==> src/rtl/cls_pkg.sv <==
package cls_pkg;
  typedef enum logic [2:0] {
    PH_IDLE = 3'd0,
    PH_LWB  = 3'd1,
    PH_LBB  = 3'd2,
    PH_LFB  = 3'd3,
    PH_CONV = 3'd4,
    PH_SRB  = 3'd5
  } phase_t;

  localparam int NUNIT = 5;
endpackage

==> src/rtl/cls_fsm.sv <==
module cls_fsm
  import cls_pkg::*;
(
  input  logic   clk,
  input  logic   rst,
  input  logic   start,
  input  logic   cfg_pad,
  input  logic   cfg_bias,
  input  logic   cfg_pool,
  input  logic   wgt_done,
  input  logic   bias_done,
  input  logic   fmap_done,
  input  logic   conv_done,
  input  logic   save_done,
  input  logic   chan_last,
  input  logic   win_last,
  input  logic   grp_last,
  input  logic   layer_last,
  output phase_t st,
  output phase_t nxt,
  output logic   pad_on,
  output logic   pool_upd,
  output logic   win_init
);
  logic bias_on;
  logic pool_on;
  logic loop_end;

  // the loop exit flag depends on the pooling mode
  assign loop_end = pool_on ? win_last : chan_last;

  always_comb begin
    nxt = st;
    unique case (st)
      PH_IDLE: if (start)     nxt = PH_LWB;
      PH_LWB:  if (wgt_done)  nxt = bias_on ? PH_LBB : PH_LFB;
      PH_LBB:  if (bias_done) nxt = PH_LFB;
      PH_LFB:  if (fmap_done) nxt = PH_CONV;
      PH_CONV: if (conv_done) nxt = loop_end ? PH_SRB : PH_LFB;
      PH_SRB:  if (save_done) nxt = layer_last ? PH_IDLE :
                                    (grp_last ? PH_LWB : PH_LFB);
      default: nxt = PH_IDLE;
    endcase
  end

  always_ff @(posedge clk) begin
    if (rst) begin
      st      <= PH_IDLE;
      pad_on  <= 1'b0;
      bias_on <= 1'b0;
      pool_on <= 1'b0;
    end else begin
      st <= nxt;
      if (st == PH_IDLE && start) begin
        pad_on  <= cfg_pad;
        bias_on <= cfg_bias;
        pool_on <= cfg_pool;
      end else if (st != PH_IDLE && nxt == PH_IDLE) begin
        pad_on  <= 1'b0;
        bias_on <= 1'b0;
        pool_on <= 1'b0;
      end
    end
  end

  assign pool_upd = (st == PH_CONV) && conv_done && pool_on;
  assign win_init = ((st == PH_IDLE) && start) || ((st == PH_SRB) && save_done);
endmodule

==> src/rtl/cls_strobe.sv <==
module cls_strobe
  import cls_pkg::*;
#(
  parameter int N = NUNIT
) (
  input  logic         clk,
  input  logic         rst,
  input  phase_t       st,
  input  phase_t       nxt,
  output logic [N-1:0] go
);
  // unit i owns phase i+1; its strobe rises on entry into that phase only
  for (genvar i = 0; i < N; i++) begin : g_unit
    always_ff @(posedge clk) begin
      if (rst) go[i] <= 1'b0;
      else     go[i] <= (nxt != st) && (nxt == phase_t'(i + 1));
    end
  end
endmodule

==> src/rtl/cls_poolmax.sv <==
module cls_poolmax #(
  parameter int DW    = 16,
  parameter int LANES = 2
) (
  input  logic                clk,
  input  logic                rst,
  input  logic                init,
  input  logic                upd,
  input  logic [LANES*DW-1:0] lanes,
  output logic [DW-1:0]       q
);
  localparam logic [DW-1:0] MINV = {1'b1, {(DW-1){1'b0}}};

  logic signed [DW-1:0] cand [0:LANES];
  assign cand[0] = $signed(q);

  for (genvar i = 0; i < LANES; i++) begin : g_cmp
    logic signed [DW-1:0] lane_v;
    assign lane_v     = $signed(lanes[i*DW +: DW]);
    assign cand[i+1]  = (lane_v > cand[i]) ? lane_v : cand[i];
  end

  always_ff @(posedge clk) begin
    if (rst || init) q <= MINV;
    else if (upd)    q <= cand[LANES];
  end
endmodule

==> src/rtl/conv_layer_seq.sv <==
module conv_layer_seq
  import cls_pkg::*;
#(
  parameter int DW    = 16,
  parameter int LANES = 2
) (
  input  logic                clk,
  input  logic                rst,
  input  logic                start,
  input  logic                cfg_pad,
  input  logic                cfg_bias,
  input  logic                cfg_pool,
  input  logic                wgt_done,
  input  logic                bias_done,
  input  logic                fmap_done,
  input  logic                conv_done,
  input  logic                save_done,
  input  logic                chan_last,
  input  logic                win_last,
  input  logic                grp_last,
  input  logic                layer_last,
  input  logic [LANES*DW-1:0] conv_res,
  output logic [2:0]          phase,
  output logic                wgt_go,
  output logic                bias_go,
  output logic                fmap_go,
  output logic                conv_go,
  output logic                save_go,
  output logic                pad_en,
  output logic [DW-1:0]       pool_q
);
  phase_t           st;
  phase_t           nxt;
  logic             pool_upd;
  logic             win_init;
  logic [NUNIT-1:0] go;

  cls_fsm u_fsm (
    .clk(clk), .rst(rst), .start(start),
    .cfg_pad(cfg_pad), .cfg_bias(cfg_bias), .cfg_pool(cfg_pool),
    .wgt_done(wgt_done), .bias_done(bias_done), .fmap_done(fmap_done),
    .conv_done(conv_done), .save_done(save_done),
    .chan_last(chan_last), .win_last(win_last),
    .grp_last(grp_last), .layer_last(layer_last),
    .st(st), .nxt(nxt), .pad_on(pad_en),
    .pool_upd(pool_upd), .win_init(win_init)
  );

  cls_strobe #(.N(NUNIT)) u_strobe (
    .clk(clk), .rst(rst), .st(st), .nxt(nxt), .go(go)
  );

  cls_poolmax #(.DW(DW), .LANES(LANES)) u_pool (
    .clk(clk), .rst(rst), .init(win_init), .upd(pool_upd),
    .lanes(conv_res), .q(pool_q)
  );

  assign phase   = st;
  assign wgt_go  = go[0];
  assign bias_go = go[1];
  assign fmap_go = go[2];
  assign conv_go = go[3];
  assign save_go = go[4];
endmodule

==> config.mk <==
export PLATFORM = sky130hd
export DESIGN_NAME = conv_layer_seq
export DESIGN_NICKNAME = d
export VERILOG_FILES = /design/src/rtl/cls_pkg.sv /design/src/rtl/cls_fsm.sv /design/src/rtl/cls_strobe.sv /design/src/rtl/cls_poolmax.sv /design/src/rtl/conv_layer_seq.sv
export SDC_FILE = /design/constraint.sdc
export NUM_CORES = 1
export LEC_CHECK = 0
export ABC_AREA = 0
export BUFFER_PORTS_ARGS = -buffer_cell sky130_fd_sc_hd__buf_2
export CAP_MARGIN = 20
export CORE_UTILIZATION = 40
export DETAILED_ROUTE_END_ITERATION = 6
export HOLD_SLACK_MARGIN = 0.1
export PLACE_DENSITY = 0.74
export SETUP_SLACK_MARGIN = 0.4
export SLEW_MARGIN = 30
export SYNTH_ARGS = -nofsm -noshare
export SYNTH_HDL_FRONTEND = slang
export SYNTH_SLANG_ARGS = --single-unit
==> constraint.sdc <==
create_clock -name clk -period 9.72 [get_ports clk]
set_input_delay 0.486 -clock clk [delete_from_list [all_inputs] [get_ports clk]]
set_output_delay 0.486 -clock clk [all_outputs]
set_load 0.02 [all_outputs]
==> reports/results.tsv <==
stage	metric	value	unit
outcome	outcome	completed	
drt	post_drt_via_cell_ratio	5.58	
die	initial_core_util	41.7	%
clock_network	postCtsSetupRepairBufs	0	
pwr	power_density	102	mW/mm^2
synth	netlist_instances	300	
timing	post-route-min-period	5.85	ns
placed_design	globalplace.congestion	0.801	
clock_network	htreeDepth	1	
drt	ant_nets	0	
timing	fin_setup_tns	0	ns
clock_network	cts_buffer_depth	2	
clock_network	hold_buffers	0	
cells_and_area	num_antenna_cells	0	
cells_and_area	final_common_cell	buf_2	
pwr	intPower	184	uW
clock_network	clkTransAtPathRegs	0.10	ns
worst_setup_path	crit_fanout	34	
synth	netlist_area	0.00250	mm^2
worst_setup_path	cp_data_arrival_time	6.03	ns
clock_network	clockRootBuffer	clkbuf_8	
placed_design	hpwl	4680	um
cells_and_area	nets	428	
timing	finClkSkew	0.00280	ns
clock_network	cts_tree	built	
pwr	p_sw_share	36.0	%
die	core	0.00599	mm^2
die	die_h	81.1	um
timing	timing_hold_violations_final	0	
clock_network	cts_buffers	3	
hold_path	hold_class	input port to register	
drt	dr.pass1.iters	4	
synth	synthXorXnorAreaFrac	0	%
synth	synth_fa_ha_area_share	16.0	%
timing	rsz0062_at_grt	no	
global_route	grt_pass1_wl	9870	um
die	placementRows	28	
drt	drc	0	
synth	synthFlopType	dfxtp_1	
worst_setup_path	worstSetupPathType	register to register	
timing	tightestPinTransition	0.974	ns
pwr	finalPower	288	uW
timing	slew_viol_final	0	
global_route	grt_max_degree	35	
global_route	overflow	0	
cells_and_area	drive_gt1_share	28.2	%
clock_network	clock_latency	0.28	ns
drt	drtIter0Drc	130	
global_route	antenna_found_initial	0	
timing	slew_headroom	35.0	%
cells_and_area	layout_common_cells	buf_2 (71), nor2_1 (32), ha_1 (32)	
die	die-area	0.00657	mm^2
placed_design	io_buffers	71	
synth	synth_compound_area_share	33.0	%
synth	ys_ff_latch	27	
clock_network	cts_resized	0	
synth	synthMuxAreaShare	2.30	%
die	io_pins	72	
synth	synth_enable_flop_cells	0	
synth	synth.distinct_cells	48	
synth	async_reset_ff_share	0	%
synth	yosysWarningCount	0	
global_route	grt_use_total	19.1	%
timing	clock.fmax	0.171	GHz
drt	wl_per_cell	14.4	um
clock_network	clock_sinks	27	
synth	synth_top_family_by_area	compound AO/OA/AOI/OAI gates	
synth	seq_area_frac_synth	21.6	%
pwr	pwr-share-clk	24.4	%
cells_and_area	area_growth_syn_to_layout	12.9	%
pwr	switching_power	104	uW
global_route	grt_pass1_vias	2302	
drt	drt-total-wl	6080	um
worst_setup_path	cp-end-kind	register	
pwr	pwr-share-comb	35.1	%
pwr	seq_power_share	40.5	%
pwr	ir_drop	0.0000757	V
die	fp.dieW	81.1	um
timing	final-setup-viol-count	0	
drt	vias	2360	
worst_setup_path	cp.required	9.91	ns
synth	syn_avg_cell_area	8.33	um^2
worst_setup_path	startpoint_type	register	
timing	fin_crit_sh	60.1	%
synth	synthSimpleGateAreaFrac	15.2	%
synth	synth_nets	379	
pwr	p_leak	0.00123	uW
run	drv_cap	0	
-- synthesized netlist by cell type (all sizes together), types with 2 or more instances --
| cell | number | area [um^2] |
|---|---|---|
| ha | 32 | 400 |
| nor2 | 32 | 120 |
| a21oi | 29 | 149 |
| dfxtp | 27 | 541 |
| inv | 26 | 97.6 |
| buf | 21 | 165 |
| o31ai | 15 | 113 |
| a221oi | 14 | 185 |
| o21bai | 14 | 105 |
| clkbuf | 9 | 33.8 |
| nand4 | 9 | 68.8 |
| o21ai | 9 | 48.8 |
| nand2 | 8 | 30.0 |
| nand3 | 6 | 30.0 |
| nor2b | 5 | 31.3 |
| a211oi | 3 | 22.5 |
| a21o | 3 | 22.5 |
| a22oi | 3 | 22.5 |
| a31oi | 3 | 18.8 |
| mux2i | 3 | 42.5 |
| a21boi | 2 | 15.0 |
| a311oi | 2 | 17.5 |
| and2 | 2 | 12.5 |
| and3 | 2 | 12.5 |
| nand2b | 2 | 12.5 |
| nor4b | 2 | 30.0 |
| o211ai | 2 | 20.0 |
| o31a | 2 | 17.5 |
| or3 | 2 | 12.5 |
-- power by group through the flow --
stage,logic (uW),registers [uW],clock network [uW]
global placement,98.2,119,0
detailed placement,101,119,0
finish,101,117,70.2
global route,113,117,77.4
floorplan,71.5,120,0
CTS,101,117,75.4
-- kinds of logic (layout without fill, tap and decap cells) --
logic type / count (synthesis) / in the layout
and+or+nand+nor: 73 / 73
AOI/OAI and AO/OA: 108 / 108
muxes: 4 / 4
DFF: 27 / 27
adders and majority gates: 32 / 32
buffers and inverters: 56 / 104
-- metal layers --
layer | track usage (%) | up-vias | routed length (um)
li1 | - | 1200 | -
met1 | 23.1 | 1059 | 2610
met2 | 32.9 | 90 | 2920
met3 | 4.61 | 11 | 467
met4 | 6.61 | 0 | 75
met5 | 0 | - | 0
-- flip-flops by register name, indices dropped and copies added, names as in the netlist, named ones only --
name	count
u_fsm.bias_on	1
u_fsm.pad_on	1
u_fsm.pool_on	1
u_fsm.st	3
u_pool.q	15
u_strobe.go	5
-- through the flow --
step           instances  hold slack (ns)  worst slack [ns]  utilization [%]  instance area, um^2
2_1_floorplan        300            0.465              5.36                -                 2500
3_3_place_gp         419            0.483              3.93             46.3                 2770
4_1_cts              423            0.434              3.90             47.1                 2820
5_1_grt              423            0.454              3.46             47.1                 2820
6_report             423            0.448              3.87             47.1                 2820
3_5_place_dp         419            0.488              3.70             46.3                 2770
-- area by class of cell --
type / instances / area (um^2)
clock buffers: 3 / 41.3
clock inverters: 1 / 8.76
multi-input cells: 217 / 1660
repair buffers: 74 / 378
fillers: 583 / 3170
inverters: 26 / 97.6
well taps: 75 / 93.8
flip-flops and latches: 27 / 541
-- worst max-delay path, stage by stage, from the launching register on --
cell and delay (ns):
dfxtp_1 0.36, inv_1 0.08, ha_1 0.39, nand4_2 0.20, a211oi_1 0.09, nor4b_2 0.51, mux2i_4 0.88, a21oi_1 0.18
ha_1 0.35, nand4_2 0.15, or3_1 0.40, a21oi_2 0.15, o211a_1 0.48, or2_1 0.65, o21ai_2 0.43, a221oi_1 0.41
-- path summary, 6_finish.rpt --
path / slack, ns / depth (start not counted) / endpoint / from
hold reg to reg: 0.50 / 2 / u_pool.q[15] / u_pool.q[15]
setup / recovery: 3.87 / 15 / u_pool.q[4] / u_pool.q[15]
hold / removal: 0.45 / 3 / u_fsm.bias_on / cfg_bias
setup reg to reg: 3.87 / 15 / u_pool.q[4] / u_pool.q[15]
Note: power is estimated with default switching activity, not from simulation.
